### src/rtl/irq_holdoff_pkg.sv
// Package: shared constants and types for the deferrable interrupt aggregator.
// Assumes a fixed event map of eight sources; the two lowest are critical.
package irq_holdoff_pkg;

    localparam int EVT_W = 8;

    // Bit positions of the event sources (fixed map decoded by software)
    localparam int EV_SUPPLY  = 0;
    localparam int EV_OVERCUR = 1;
    localparam int EV_STARTF  = 2;
    localparam int EV_CLASS   = 3;
    localparam int EV_DETECT  = 4;
    localparam int EV_DISCON  = 5;
    localparam int EV_PGOOD   = 6;
    localparam int EV_PWREN   = 7;

    // Class mask: 1 = critical (never deferred), 0 = deferrable
    localparam logic [EVT_W-1:0] CRIT_BITS =
        (EVT_W'(1) << EV_SUPPLY) | (EVT_W'(1) << EV_OVERCUR);
    localparam logic [EVT_W-1:0] DEFER_BITS = ~CRIT_BITS;

    // Hold-off controller states
    typedef enum logic [1:0] {
        HO_IDLE    = 2'd0,
        HO_COUNT   = 2'd1,
        HO_RELEASE = 2'd2
    } ho_state_e;

endpackage

### src/rtl/irq_flag_bank.sv
// Module: bank of sticky event flags.
// Each flag sets on its pulse and clears on its clear strobe; set has priority.
// Assumes pulses are synchronous to clk.
module irq_flag_bank #(
    parameter int WIDTH = 8
) (
    input  logic             clk,
    input  logic             rst_n,
    input  logic [WIDTH-1:0] set_i,
    input  logic [WIDTH-1:0] clr_i,
    output logic [WIDTH-1:0] flag_o
);

    genvar gi;
    generate
        for (gi = 0; gi < WIDTH; gi++) begin : g_cell
            logic flag_q;

            // Purpose: hold one sticky flag, set wins over clear
            always_ff @(posedge clk) begin
                if (!rst_n) begin
                    flag_q <= 1'b0;
                end else if (set_i[gi]) begin
                    flag_q <= 1'b1;
                end else if (clr_i[gi]) begin
                    flag_q <= 1'b0;
                end
            end

            assign flag_o[gi] = flag_q;
        end
    endgenerate

endmodule

### src/rtl/irq_tick_gen.sv
// Module: step prescaler for the hold-off window.
// Produces a one-cycle tick every TICK_DIV cycles while run_i is high.
// The count restarts from zero whenever run_i is low, which aligns each
// window to the cycle in which it starts.
module irq_tick_gen #(
    parameter int TICK_DIV = 1250000
) (
    input  logic clk,
    input  logic rst_n,
    input  logic run_i,
    output logic tick_o
);

    localparam int PW = $clog2(TICK_DIV + 1);
    localparam logic [PW-1:0] LAST = PW'(TICK_DIV - 1);

    logic [PW-1:0] div_q;

    // Purpose: count clock cycles within one step while running
    always_ff @(posedge clk) begin
        if (!rst_n || !run_i) begin
            div_q <= '0;
        end else if (div_q == LAST) begin
            div_q <= '0;
        end else begin
            div_q <= div_q + 1'b1;
        end
    end

    assign tick_o = run_i && (div_q == LAST);

endmodule

### src/rtl/irq_holdoff_fsm.sv
// Module: hold-off window controller.
// Starts a window when deferrable work is pending and the controller is idle.
// The window length is captured at start, so later selector changes apply
// to the next window only. Releases the deferrable flags when the window
// ends, and returns to idle once nothing deferrable is pending.
// A zero selector means no deferral.
module irq_holdoff_fsm
    import irq_holdoff_pkg::*;
#(
    parameter int SEL_W = 4
) (
    input  logic             clk,
    input  logic             rst_n,
    input  logic             pend_i,
    input  logic [SEL_W-1:0] sel_i,
    input  logic             tick_i,
    output logic             run_o,
    output logic             release_o
);

    ho_state_e        state_q;
    logic [SEL_W-1:0] win_q;
    logic [SEL_W-1:0] step_q;
    logic             sel_zero;

    assign sel_zero = (sel_i == '0);

    // Purpose: state transitions, window capture and step counting
    always_ff @(posedge clk) begin
        if (!rst_n) begin
            state_q <= HO_IDLE;
            win_q   <= '0;
            step_q  <= '0;
        end else begin
            unique case (state_q)
                HO_IDLE: begin
                    step_q <= '0;
                    if (pend_i) begin
                        if (sel_zero) begin
                            state_q <= HO_RELEASE;
                        end else begin
                            state_q <= HO_COUNT;
                            win_q   <= sel_i;
                        end
                    end
                end
                HO_COUNT: begin
                    if (!pend_i) begin
                        state_q <= HO_IDLE;
                    end else if (tick_i) begin
                        if (step_q == win_q - 1'b1) begin
                            state_q <= HO_RELEASE;
                        end else begin
                            step_q <= step_q + 1'b1;
                        end
                    end
                end
                HO_RELEASE: begin
                    if (!pend_i) begin
                        state_q <= HO_IDLE;
                    end
                end
                default: state_q <= HO_IDLE;
            endcase
        end
    end

    assign run_o     = (state_q == HO_COUNT);
    assign release_o = (state_q == HO_RELEASE) ||
                       ((state_q == HO_IDLE) && sel_zero);

endmodule

### src/rtl/irq_holdoff_agg.sv
// Module: top of the deferrable interrupt aggregator.
// Combines eight sticky event flags under an enable mask into one
// active-low interrupt. Critical flags act at once; deferrable flags wait
// for the hold-off window. TICK_DIV is the number of clock cycles in one
// 10 ms step (1,250,000 at 125 MHz).
module irq_holdoff_agg
    import irq_holdoff_pkg::*;
#(
    parameter int TICK_DIV = 1250000,
    parameter int SEL_W    = 4
) (
    input  logic             clk,
    input  logic             rst_n,
    input  logic [EVT_W-1:0] evt_pulse,
    input  logic [EVT_W-1:0] evt_en,
    input  logic [SEL_W-1:0] hold_sel,
    input  logic [EVT_W-1:0] flag_clr,
    output logic [EVT_W-1:0] evt_flags,
    output logic             irq_n
);

    logic [EVT_W-1:0] live;
    logic             crit_any;
    logic             defer_any;
    logic             hold_run;
    logic             step_tick;
    logic             def_release;

    irq_flag_bank #(.WIDTH(EVT_W)) flags_i (
        .clk    (clk),
        .rst_n  (rst_n),
        .set_i  (evt_pulse),
        .clr_i  (flag_clr),
        .flag_o (evt_flags)
    );

    // Purpose: split the enabled flags into the two classes
    always_comb begin
        live      = evt_flags & evt_en;
        crit_any  = |(live & CRIT_BITS);
        defer_any = |(live & DEFER_BITS);
    end

    irq_tick_gen #(.TICK_DIV(TICK_DIV)) tick_i (
        .clk    (clk),
        .rst_n  (rst_n),
        .run_i  (hold_run),
        .tick_o (step_tick)
    );

    irq_holdoff_fsm #(.SEL_W(SEL_W)) fsm_i (
        .clk       (clk),
        .rst_n     (rst_n),
        .pend_i    (defer_any),
        .sel_i     (hold_sel),
        .tick_i    (step_tick),
        .run_o     (hold_run),
        .release_o (def_release)
    );

    // Purpose: drive the active-low request from both classes
    always_comb begin
        irq_n = !(crit_any || (defer_any && def_release));
    end

endmodule

### config.mk
export PLATFORM = sky130hd
export DESIGN_NAME = irq_holdoff_agg
export DESIGN_NICKNAME = d
export VERILOG_FILES = /design/src/rtl/irq_holdoff_pkg.sv /design/src/rtl/irq_flag_bank.sv /design/src/rtl/irq_tick_gen.sv /design/src/rtl/irq_holdoff_fsm.sv /design/src/rtl/irq_holdoff_agg.sv
export SDC_FILE = /design/constraint.sdc
export NUM_CORES = 1
export LEC_CHECK = 0
export BUFFER_PORTS_ARGS = -buffer_cell sky130_fd_sc_hd__buf_4
export CAP_MARGIN = 20
export CELL_PAD_IN_SITES_DETAIL_PLACEMENT = 0
export CELL_PAD_IN_SITES_GLOBAL_PLACEMENT = 2
export CORE_ASPECT_RATIO = 0.75
export CORE_UTILIZATION = 33
export DETAILED_ROUTE_END_ITERATION = 16
export GPL_ROUTABILITY_DRIVEN = 1
export HOLD_SLACK_MARGIN = 0.03
export PLACE_DENSITY = 0.8
export SYNTH_ARGS = -nofsm -noshare
export SYNTH_HDL_FRONTEND = slang
export SYNTH_HIERARCHICAL = 1
export SYNTH_SLANG_ARGS = --single-unit
### constraint.sdc
create_clock -name clk -period 2.55 [get_ports clk]
set_clock_uncertainty 0.2 [all_clocks]
set_input_delay 0.1275 -clock clk [delete_from_list [all_inputs] [get_ports clk]]
set_output_delay 0.1275 -clock clk [all_outputs]
set_load 0.005 [all_outputs]
; Word-level counts from Yosys, hierarchy flattened
; Index checks and enable logic that the tools add are counted.
; Widths: inputs -> output; s select.
[word_totals]
wordCells = 81
regBits = 39
in_bits = 30
out_inout_bits = 9
[op_classes]
addsub = 3
n_reduce_logical = 26
mux = 27
eq_ne = 11
bitwise = 2
[op_table]
columns = op, n
row1 = $add 21x1->21 const B, 1
row2 = $eq 21x21->1 const B, 1
row3 = $reduce_bool 2->1, 9
row4 = $mux 1, 16
row5 = $mux 2, 6
row6 = $mux 4, 3
row7 = $and 8x8->8, 1
row8 = $ne 2x2->1 const B, 4
row9 = $pmux 4 s2, 1
row10 = $reduce_and 4->1, 2
row11 = $ne 3x2->1 const B, 2
row12 = $pmux 2 s3, 1
row13 = $reduce_or 6->1, 1
row14 = $add 4x1->4 const B, 1
row15 = $eq 4x4->1, 1
row16 = $logic_not 4->1, 1
row17 = $reduce_or 2->1, 2
row18 = $sub 4x1->4 const B, 1
row19 = $logic_and 1x1->1, 3
row20 = $logic_not 1->1, 3
row21 = $logic_or 1x1->1, 3
row22 = $reduce_and 3->1, 1
row23 = $eq 2x1->1 const B, 1
row24 = $eq 2x2->1 const B, 1
row25 = other kinds (3), 3

; Logic depth before layout (Yosys ltp)
; Gate-level depths: netlist (run 1).
[depth]
depth_word = 6
ltp_mapped = 8
depth_no_buf = 8

; By module
; Netlist (run 1), hierarchy kept.
[by_module_without_submodules]
columns = mod, seq_area_each_um2, instances, cells_each, area_each_um2
row1 = irq_tick_gen, 420.4, 1, 115, 1002.2
row2 = irq_holdoff_fsm, 200.2, 1, 75, 628.1
row3 = irq_flag_bank, 160.2, 1, 33, 397.9
row4 = irq_holdoff_agg, 0.0, 1, 5, 57.6

; Least setup slack after synthesis (run 1)
; OpenSTA, ideal clock, no wires.
[synth_path]
kind = flip-flop to flip-flop
start = register tick_i.div_q[18]
end = register fsm_i.step_q[2]
n_path_buf = 0
arrival_time_ps = 1905
setup_slack_ps = 320
path_stages_with_launch = 8
required_ps = 2225
synth_period_minus_slack_ps = 2230
setup_ps = 125
cell_sequence = dfxtp_1 -> or3b_2 -> nor4_1 -> and4_1 -> nand3b_1 -> o211ai_1 -> a21boi_0 -> nand3_1
[synth_via]
elab_chain_cells = 4
[synth_lines]
columns = element, line_no
row1 = from (decl), irq_tick_gen.sv:17  ; logic [PW-1:0] div_q;
row2 = from (signal assigned), irq_tick_gen.sv:26  ; div_q <= div_q + 1'b1;
row3 = $eq 21x21->1, irq_tick_gen.sv:30  ; assign tick_o = run_i && (div_q == LAST);
row4 = $logic_and 1x1->1, irq_tick_gen.sv:30
row5 = net step_tick, irq_holdoff_agg.sv:26  ; logic step_tick;
row6 = $ne 2x1->1 (no line), n/a
row7 = $reduce_and 4->1 (no line), n/a
row8 = to (signal assigned), irq_holdoff_fsm.sv:54  ; step_q <= step_q + 1'b1;
row9 = to (decl), irq_holdoff_fsm.sv:23  ; logic [SEL_W-1:0] step_q;
; The timed path passes the listed nets, and every way through them passes these cells.
; A chain may end at the register's enable or synchronous reset.

; Worst setup path after layout (run 1)
[layout_path]
start = register tick_i.div_q[0]
end = register fsm_i.step_q[2]
; The elaborated chain is that of the path after synthesis.

==> out/results.ini, run 1 <==
[floorplanning]
fp.dieW_um = 93.8
die-area_mm2 = 0.00665
io_pins = 39
die_y_um = 70.9
start_util = 0.351
num_rows = 24
core_mm2 = 0.00595

[clock_tree]
numCtsBuffers = 5
clockBufferDepth = 2
clock-sinks = 39
h-tree-depth = 2
clock_latency_ns = 0.29
cts_tree = built
cts-root-buf = clkbuf_8
cts.reportedPaths.clkPinSlew_ns = 0.08

[pwr]
p_leak_nw = 1.06
power_density_mw_per_mm2 = 493
finalPower_mw = 1.38
ir_drop_uv = 182

[cells_and_area]
drive_gt1_frac = 0.280
stdcell_count = 367
nets = 321
n_antenna_cell = 0
area_growth_pct = 34.3

[timing]
fmax_mhz = 421
setup_viol = 0
fin_ws_ns = 0.177
period_needed_ns = 2.37
hold_violations = 0
hold_slack_ns = 0.0469
worst_pin_slew_ns = 0.721
min_period_over_period = 0.931
drv_slew = 0
slew_headroom = 0.515

[setup_path]
cp.arrival_ns = 2.35
r2r_cells = 8
crit_path_top_delay_cell = dfxtp_1
critPathLaunchType = flop
critical-path-max-stage-delay_ns = 0.39
crit_path_end = fsm_i/step_q[2]$_SDFFE_PN0P_
crit_path_end_kind = flop
cp_data_required_time_ns = 2.53
r2r-end = fsm_i/step_q[2]$_SDFFE_PN0P_
path_max_fanout = 7
path_class = reg2reg
r2r-start = tick_i/div_q[0]$_SDFF_PP0_
crit_start = tick_i/div_q[0]$_SDFF_PP0_
ff2ff_setup_slack_ns = 0.18
crit_chain = ha_2 > nand3_2 > nor4_4 > and4_1 > nand3b_1 > o211ai_1 > a21boi_0 > nand3_1

[yosys]
yosysTopAreaCell = dfxtp_1
syn_area_mm2 = 0.00209
synth_area_per_cell_um2 = 9.15
synth_cell_types = 46
ys_seq_elements = 39
synth_area_leaders = dfxtp_1 (37%), xnor2_1 (5.5%), nor2b_4 (5.3%)
yosysTopAreaCellShare = 0.374
synth_ff_type = dfxtp_1
synth_edf_count = 0
synthesis.yosys.warnings = 6
async_reset_ff_frac = 0
synth_cells = 228
syn-num-nets = 261
yosys-top-cells-count = dfxtp_1 (39), nor2_1 (21), xnor2_1 (13)
yosysMostFrequentCell = dfxtp_1
yosysSeqAreaShare = 0.374

[drt]
drtIter0Drc = 96
drc = 0
vias = 1794
viasPerCell = 4.89
routedWlPerCell_um = 13.2
firstDrtPassIters = 4
antenna_left = 0
drt-total-wl_um = 4850

[place]
hpwl_um = 3400
gp_congestion = 0.728
dp.cells = 337
post-place-ws_ns = 0.0651
portBuffers = 38

[worst_hold_path]
hold_path_depth = 4
hold_class = in2reg

[run]
cap_violations = 0

[global_routing]
grt-ovfl-total = 0
grt_pass1_vias = 1753
grt_pass1_wl_um = 8290
grt.total_usage = 0.159
grt_max_degree = 22
antenna_found_initial = 0

[outcome]
status = complete, no violations

-- sequential cells by signal, indices dropped and copies added (netlist names) --
| name | cells |
|---|---|
| tick_i/div_q | 21 |
| flags_i/g_cell.flag_q | 8 |
| fsm_i/step_q | 4 |
| fsm_i/win_q | 4 |
| fsm_i/state_q | 2 |
-- report_power, final --
part,internal [mW],leakage [nW],switching (mW)
combinational,0.114,0.678,0.0811
clock,0.317,0.0612,0.224
sequential,0.626,0.318,0.0185
-- worst min path at each step --
| stage | end | from | slack [ns] |
|---|---|---|---|
| 2_1_floorplan | flags_i/g_cell[0].flag_q$_SDFFE_PN0P_ | evt_pulse[0] | 0.05 |
| 3_3_place_gp | flags_i/g_cell[6].flag_q$_SDFFE_PN0P_ | evt_pulse[6] | 0.14 |
| 3_5_place_dp | flags_i/g_cell[4].flag_q$_SDFFE_PN0P_ | evt_pulse[4] | 0.14 |
| 4_1_cts | fsm_i/state_q[1]$_SDFFE_PN0P_ | evt_en[3] | 0.04 |
| 5_1_grt | fsm_i/state_q[1]$_SDFFE_PN0P_ | evt_en[3] | 0.05 |
| 6_report | fsm_i/state_q[1]$_SDFFE_PN0P_ | evt_en[3] | 0.05 |
-- final cells by class --
type | instances | area (um^2)
fillers | 584 | 3140
clock buffers | 6 | 82.6
flip-flops and latches | 39 | 781
multi-input cells | 168 | 1220
inverters | 6 | 22.5
clock inverters | 2 | 35.0
well taps | 78 | 97.6
repair buffers | 68 | 563
-- cell usage in the layout (no fill, tap or decap), drive strengths merged, types with 2 or more instances in the layout --
master       synthesis  routed
ha                   3       3
dlygate4sd3          0      21
nor2b               14      14
nand2               10      10
or3b                 2       2
o21a                 9       9
and4                 2       2
or3                  3       3
dfxtp               39      39
or4                  4       4
clkbuf               4       6
nand4                8       8
xor2                 6       6
and2                 2       2
nand4b               3       3
nor2                21      21
nand3               13      13
o211ai               2       2
a21boi               2       2
and3                 3       3
buf                 11      47
xnor2               13      13
nor3                 8       8
nor4                 9       9
a22oi                3       3
inv                  6       6
mux2i                5       5
o21ai                8       8
a21oi                5       5
-- worst max-delay path, delay by kind of cell, from the launching register on --
kind            cells  cell delay (ns)
flops               1             0.39
fa+ha+maj           1             0.23
simple gates        5             1.01
compound gates      2             0.44
-- per-layer routing --
| metal | up-vias | global-route usage | wire length, um |
|---|---|---|---|
| met5 | - | 0 | 0 |
| met4 | 0 | 0.0410 | 14 |
| met3 | 2 | 0.0344 | 297 |
| met2 | 51 | 0.244 | 2010 |
| met1 | 809 | 0.226 | 2530 |
| li1 | 932 | - | - |
-- timing repair --
action,in CTS,in global routing
resized for setup,0,5
setup buffers,0,1
hold endpoints to repair,14,0
hold buffers,21,0
setup endpoints to repair,0,3
-- per-stage QoR --
stage          area [um^2]   util  TNS (ns)
3_3_place_gp          2440  0.410         0
5_1_grt               2800  0.471  -0.00240
2_1_floorplan         2090      -         0
4_1_cts               2760  0.465         0
6_report              2800  0.471         0
3_5_place_dp          2440  0.410         0
-- kinds of logic after synthesis --
group	synth area share
DFF	0.374
xor gates and xnor gates	0.0798
and+or+nand+nor	0.320
muxes	0.0240
adders and majority gates	0.0180
AOI/OAI and AO/OA	0.129
buffers and inverters	0.0552
(Power assumes the default switching activity.)
==> run 2, diff against run 1 <==
--- a/config.mk
+++ b/config.mk
@@ -14,8 +14,7 @@
 export DETAILED_ROUTE_END_ITERATION = 16
 export GPL_ROUTABILITY_DRIVEN = 1
 export HOLD_SLACK_MARGIN = 0.03
-export PLACE_DENSITY = 0.8
+export PLACE_DENSITY = 0.78
 export SYNTH_ARGS = -nofsm -noshare
 export SYNTH_HDL_FRONTEND = slang
-export SYNTH_HIERARCHICAL = 1
 export SYNTH_SLANG_ARGS = --single-unit
==> out/results.ini, run 2 <==
[pwr]
switching_share = 0.224
finalPower_mw = 1.36
ir_drop_uv = 236
pwr-share-seq = 0.473
p_leak_nw = 0.984
pwr-share-comb = 0.136
p_sw_mw = 0.305
p_int_mw = 1.06
power_density_mw_per_mm2 = 518
clkPwrFrac = 0.390

[cells_and_area]
drive_gt1_frac = 0.219
largest_reg_flops = 21
final_util = 0.451
layout_common_cells = dfxtp_1 (39), buf_4 (39), nor2_1 (28)
multi_input_area_mm2 = 0.00108
n_antenna_cell = 0
fillerInstances = 577
top_regs = tick_i.div_q: 21 flops, flags_i.g_cell.flag_q: 8 flops
regArea_um2 = 781
nets = 302
stdcell_count = 348
area_growth_pct = 31.5
largest-register = tick_i.div_q

[yosys]
ys_seq_elements = 39
synth-compound-area-share = 0.102
yosysTopAreaCell = dfxtp_1
syn_area_mm2 = 0.00200
synth_edf_count = 0
synth_ff_type = dfxtp_1
yosysTopAreaCellShare = 0.391
syn-num-nets = 249
async_reset_ff_frac = 0
yosys.area_share.xor_xnor = 0.113
synthMuxAreaShare = 0.0301
synth_top_family_by_area = simple AND/OR/NAND/NOR gates
synthSimpleGateAreaFrac = 0.276
synth_area_per_cell_um2 = 9.24
synth_fa_ha_area_frac = 0.0188
synthesis.yosys.warnings = 0
synth_area_leaders = dfxtp_1 (39%), xnor2_1 (6.1%), nor2_1 (5.3%)
synth_cell_types = 40
yosysSeqAreaShare = 0.391
yosysMostFrequentCell = dfxtp_1
yosys-top-cells-count = dfxtp_1 (39), nor2_1 (28), xnor2_1 (14)
synth_cells = 216

[setup_path]
critical-path-max-stage-delay_ns = 0.57
r2r-end = fsm_i.win_q[3]$_SDFFE_PN0P_
critPathLaunchType = flop
crit_path_end_kind = flop
crit_family = simple AND/OR/NAND/NOR gates
crit_chain = a22oi_1 > and3_1 > or4_4 > a32oi_1 > nor2b_1 > dlygate4sd3_1
path_class = reg2reg
crit_path_top_delay_cell = or4_4
ff2ff_setup_slack_ns = 0.15
cp_data_required_time_ns = 2.53
r2r_cells = 6
worst-path-buf-inv = 1
r2r-start = flags_i.g_cell[2].flag_q$_SDFFE_PN0P_
cp.arrival_ns = 2.38
crit_start = flags_i.g_cell[2].flag_q$_SDFFE_PN0P_
path_max_fanout = 5

[place]
hpwl_um = 2950
dp.cells = 317
portBuffers = 38
gp_congestion = 0.706

[clock_tree]
clock_latency_ns = 0.29
clockBufferDepth = 2
cts.reportedPaths.clkPinSlew_ns = 0.08
cts_tree = built
clock-sinks = 39
numCtsBuffers = 5
cts-root-buf = clkbuf_8
h-tree-depth = 2

[drt]
drt-total-wl_um = 4340
viasPerCell = 4.77
antenna_left = 0
drc = 0
vias = 1660
drtIter0Drc = 54
routedWlPerCell_um = 12.5
firstDrtPassIters = 5

[global_routing]
grt.total_usage = 0.146
antenna_found_initial = 0
grt_max_degree = 25
grt-ovfl-total = 0
grt_pass1_vias = 1585
grt_pass1_wl_um = 7350

[floorplanning]
die_y_um = 69.3
die-area_mm2 = 0.00637
start_util = 0.343
io_pins = 39
core_mm2 = 0.00583
num_rows = 24
fp.dieW_um = 91.8

[timing]
worst_pin_slew_ns = 0.540
hold_violations = 0
fmax_mhz = 416
rsz0062_at_grt = false
setup_viol = 0
slew_headroom = 0.637
period_needed_ns = 2.40
min_period_over_period = 0.943
tns_ns = 0
drv_slew = 0

[worst_hold_path]
hold_path_depth = 1
hold_class = reg2reg
whs_endpoint = tick_i.div_q[0]$_SDFF_PP0_
min_from = tick_i.div_q[0]$_SDFF_PP0_

[run]
cap_violations = 0

[outcome]
status = complete, no violations

==> run 2: cell count changes after synthesis, sizes merged, moves of 4 or more <==
| cell | previous run | this run |
|---|---|---|
| nor4 | 9 | 4 |
| nor4b | 0 | 4 |
| nor2 | 21 | 28 |
| o21ai | 8 | 0 |
| a21oi | 5 | 0 |
==> run 2: power by group through the flow <==
stage	Clock [mW]	Sequential (mW)	Combinational, mW
finish	0.531	0.644	0.185
global route	0.575	0.647	0.203
CTS	0.550	0.644	0.183
detailed placement	0	0.658	0.151
global placement	0	0.658	0.152
floorplan	0	0.652	0.0997
==> run 2: cells by family (layout without fill, tap and decap cells) <==
family	count (synthesis)	after routing
multiplexers	5	5
buffers and inverters	23	77
XOR/XNOR	24	24
flip-flops	39	39
AO/OA/AOI/OAI	23	23
AND/OR/NAND/NOR	99	99
adder cells (fa/ha/maj)	3	3
==> run 2: final cells by class <==
cell class	count	area share
clock inverter	2	0.0133
multi-input combinational	154	0.411
timing repair buffer	62	0.199
inverter	7	0.0100
clock buffer	6	0.0315
sequential	39	0.297
tap	78	0.0372
==> run 2: worst max-delay path by stage <==
| stage | cells past startpoint | endpoint |
|---|---|---|
| 2_1_floorplan | 7 | fsm_i.step_q[0]$_SDFFE_PN0P_ |
| 6_report | 6 | fsm_i.win_q[3]$_SDFFE_PN0P_ |
| 3_3_place_gp | 6 | fsm_i.step_q[0]$_SDFFE_PN0P_ |
| 4_1_cts | 6 | fsm_i.win_q[3]$_SDFFE_PN0P_ |
| 3_5_place_dp | 7 | fsm_i.step_q[1]$_SDFFE_PN0P_ |
| 5_1_grt | 7 | fsm_i.win_q[2]$_SDFFE_PN0P_ |
==> run 2: repair_timing <==
action                                 CTS  global route
endpoints found under the hold margin   14             0
setup buffers                            0             0
gates resized for setup                  0             1
hold buffers                            23             0
setup endpoints to repair                0             2
==> run 2: through the flow <==
stage,cell area [um^2],hold slack (ns),worst slack (ns)
after detailed placement,2270,0.141,0.415
after floorplan,2000,0.0513,0.496
after CTS,2620,0.266,0.0438
after global routing,2630,0.295,0.00943
after global placement,2270,0.139,0.430
final,2630,0.264,0.145
==> run 2: routing by layer <==
metal | GRT usage | part of all wire
met1 | 0.205 | 0.51
met2 | 0.218 | 0.41
met3 | 0.0406 | 0.072
met4 | 0.0469 | 0.0099
met5 | 0 | 0
==> run 3, diff against run 2 <==
==> constraint.sdc (replaced) <==
create_clock -name clk -period 2.55 [get_ports clk]
set_clock_uncertainty 0.2 [all_clocks]
set_input_delay 0.51 -clock clk [delete_from_list [all_inputs] [get_ports clk]]
set_output_delay 0.51 -clock clk [all_outputs]
set_load 0.005 [all_outputs]
==> out/results.ini, run 3 (synthesis results as in run 2) <==
[outcome]
status = complete, no violations

[setup_path]
path_class = in2out
cp_data_required_time_ns = 1.84
critPathLaunchType = input pin
r2r-start = tick_i.div_q[0]$_SDFF_PP0_
cp.arrival_ns = 1.54
crit_path_end_kind = output pin
r2r_cells = 6
ff2ff_setup_slack_ns = 0.32
worst-path-buf-inv = 2
r2r-end = fsm_i.step_q[1]$_SDFFE_PN0P_
crit_chain = buf_4 > nor4_1 > nor2_1 > nor2_1 > a222oi_1 > buf_4
critical-path-max-stage-delay_ns = 0.45
path_max_fanout = 3
crit_family = simple AND/OR/NAND/NOR gates
crit_path_top_delay_cell = nor4_1

[run]
cap_violations = 0

[timing]
slew_headroom = 0.681
min_period_over_period = 0.883
tns_ns = 0
period_needed_ns = 2.25
drv_slew = 0
worst_pin_slew_ns = 0.475
hold_violations = 0
fmax_mhz = 444
rsz0062_at_grt = false
setup_viol = 0
fin_ws_ns = 0.299

[drt]
viasPerCell = 4.72
firstDrtPassIters = 4
drc = 0
antenna_left = 0
drt-total-wl_um = 4000
drtIter0Drc = 75
vias = 1539
routedWlPerCell_um = 12.3

[worst_hold_path]
hold_class = in2reg
hold_path_depth = 2
min_from = evt_pulse[0]
whs_endpoint = flags_i.g_cell[0].flag_q$_SDFFE_PN0P_

[clock_tree]
ctsHoldBuffers = 0
clock_latency_ns = 0.29
cts_tree = built
cts_resized = 0
clockBufferDepth = 2
cts-root-buf = clkbuf_8
cts_setup_buffers = 0
cts.reportedPaths.clkPinSlew_ns = 0.08
numCtsBuffers = 5
clock-sinks = 39
h-tree-depth = 2

[pwr]
p_int_mw = 0.905
p_leak_nw = 0.859
ir_drop_uv = 198
finalPower_mw = 1.20
clkPwrFrac = 0.338
p_sw_mw = 0.294
switching_share = 0.245
pwr-share-comb = 0.124
power_density_mw_per_mm2 = 508
pwr-share-seq = 0.537

[cells_and_area]
multi_input_area_mm2 = 0.00108
layout_commonest_cell = buf_4
nets = 280
regArea_um2 = 781
area_growth_pct = 18.4
layout_common_cells = buf_4 (40), dfxtp_1 (39), nor2_1 (28)
n_antenna_cell = 0
drive_gt1_frac = 0.230
largest_reg_flops = 21
largest-register = tick_i.div_q
fillerInstances = 604
top_regs = tick_i.div_q: 21 flops, flags_i.g_cell.flag_q: 8 flops

[place]
post-place-ws_ns = 0.270
hpwl_um = 2860
portBuffers = 38
gp_congestion = 0.748

[global_routing]
grt-ovfl-total = 0
grt.total_usage = 0.134
grt_pass1_vias = 1424
grt_pass1_wl_um = 6710
grt_max_degree = 25
antenna_found_initial = 0

[floorplanning]
num_rows = 24
core_mm2 = 0.00583
fp.dieW_um = 91.8
die_y_um = 69.3
start_util = 0.343
io_pins = 39
die-area_mm2 = 0.00637

-- run 3: worst reg2reg max path: cells and delay by family (launching register included) --
family	cells	cell delay (ns)
mux	1	0.34
fa+ha+maj	1	0.23
flops	1	0.38
compound gates	2	0.52
simple gates	2	0.50
-- run 3: power by group through the flow --
| stage | clock network [mW] | logic (mW) | registers [mW] |
|---|---|---|---|
| floorplan | 0 | 0.0997 | 0.652 |
| global placement | 0 | 0.150 | 0.659 |
| detailed placement | 0 | 0.151 | 0.659 |
| CTS | 0.428 | 0.152 | 0.644 |
| global route | 0.458 | 0.167 | 0.648 |
| finish | 0.406 | 0.149 | 0.644 |
-- run 3: area by class of cell --
class | count | area share
multi-input cells | 154 | 0.456
repair buffers | 40 | 0.127
clock buffers | 7 | 0.0323
inverters | 7 | 0.0111
clock inverters | 1 | 0.00212
well taps | 78 | 0.0413
flip-flops and latches | 39 | 0.331
-- run 3: worst max-delay path by stage --
stage	from	to	slack [ns]	depth (start not counted)
floorplan	fsm_i.win_q[0]$_SDFFE_PN0P_	fsm_i.step_q[0]$_SDFFE_PN0P_	0.50	7
global placement	evt_en[2]	irq_n	0.31	6
detailed placement	hold_sel[0]	irq_n	0.27	6
CTS	hold_sel[0]	irq_n	0.27	6
global route	tick_i.div_q[0]$_SDFF_PP0_	fsm_i.step_q[0]$_SDFFE_PN0P_	0.13	6
finish	hold_sel[0]	irq_n	0.30	6
-- run 3: per-stage QoR --
| step | hold slack [ns] | cell area, um^2 | util | std cells |
|---|---|---|---|---|
| 2_1_floorplan | 0.226 | 2000 | - | 216 |
| 3_3_place_gp | 0.245 | 2280 | 0.392 | 318 |
| 3_5_place_dp | 0.260 | 2280 | 0.392 | 318 |
| 4_1_cts | 0.217 | 2360 | 0.405 | 326 |
| 5_1_grt | 0.213 | 2360 | 0.405 | 326 |
| 6_report | 0.227 | 2360 | 0.405 | 326 |
-- run 3: routing by layer --
metal / GRT usage / vias up / routed length, um
met5: 0 / - / 0
met4: 0.0451 / 0 / 30
met3: 0.0428 / 4 / 291
met2: 0.181 / 43 / 1440
met1: 0.197 / 683 / 2240
li1: - / 809 / -
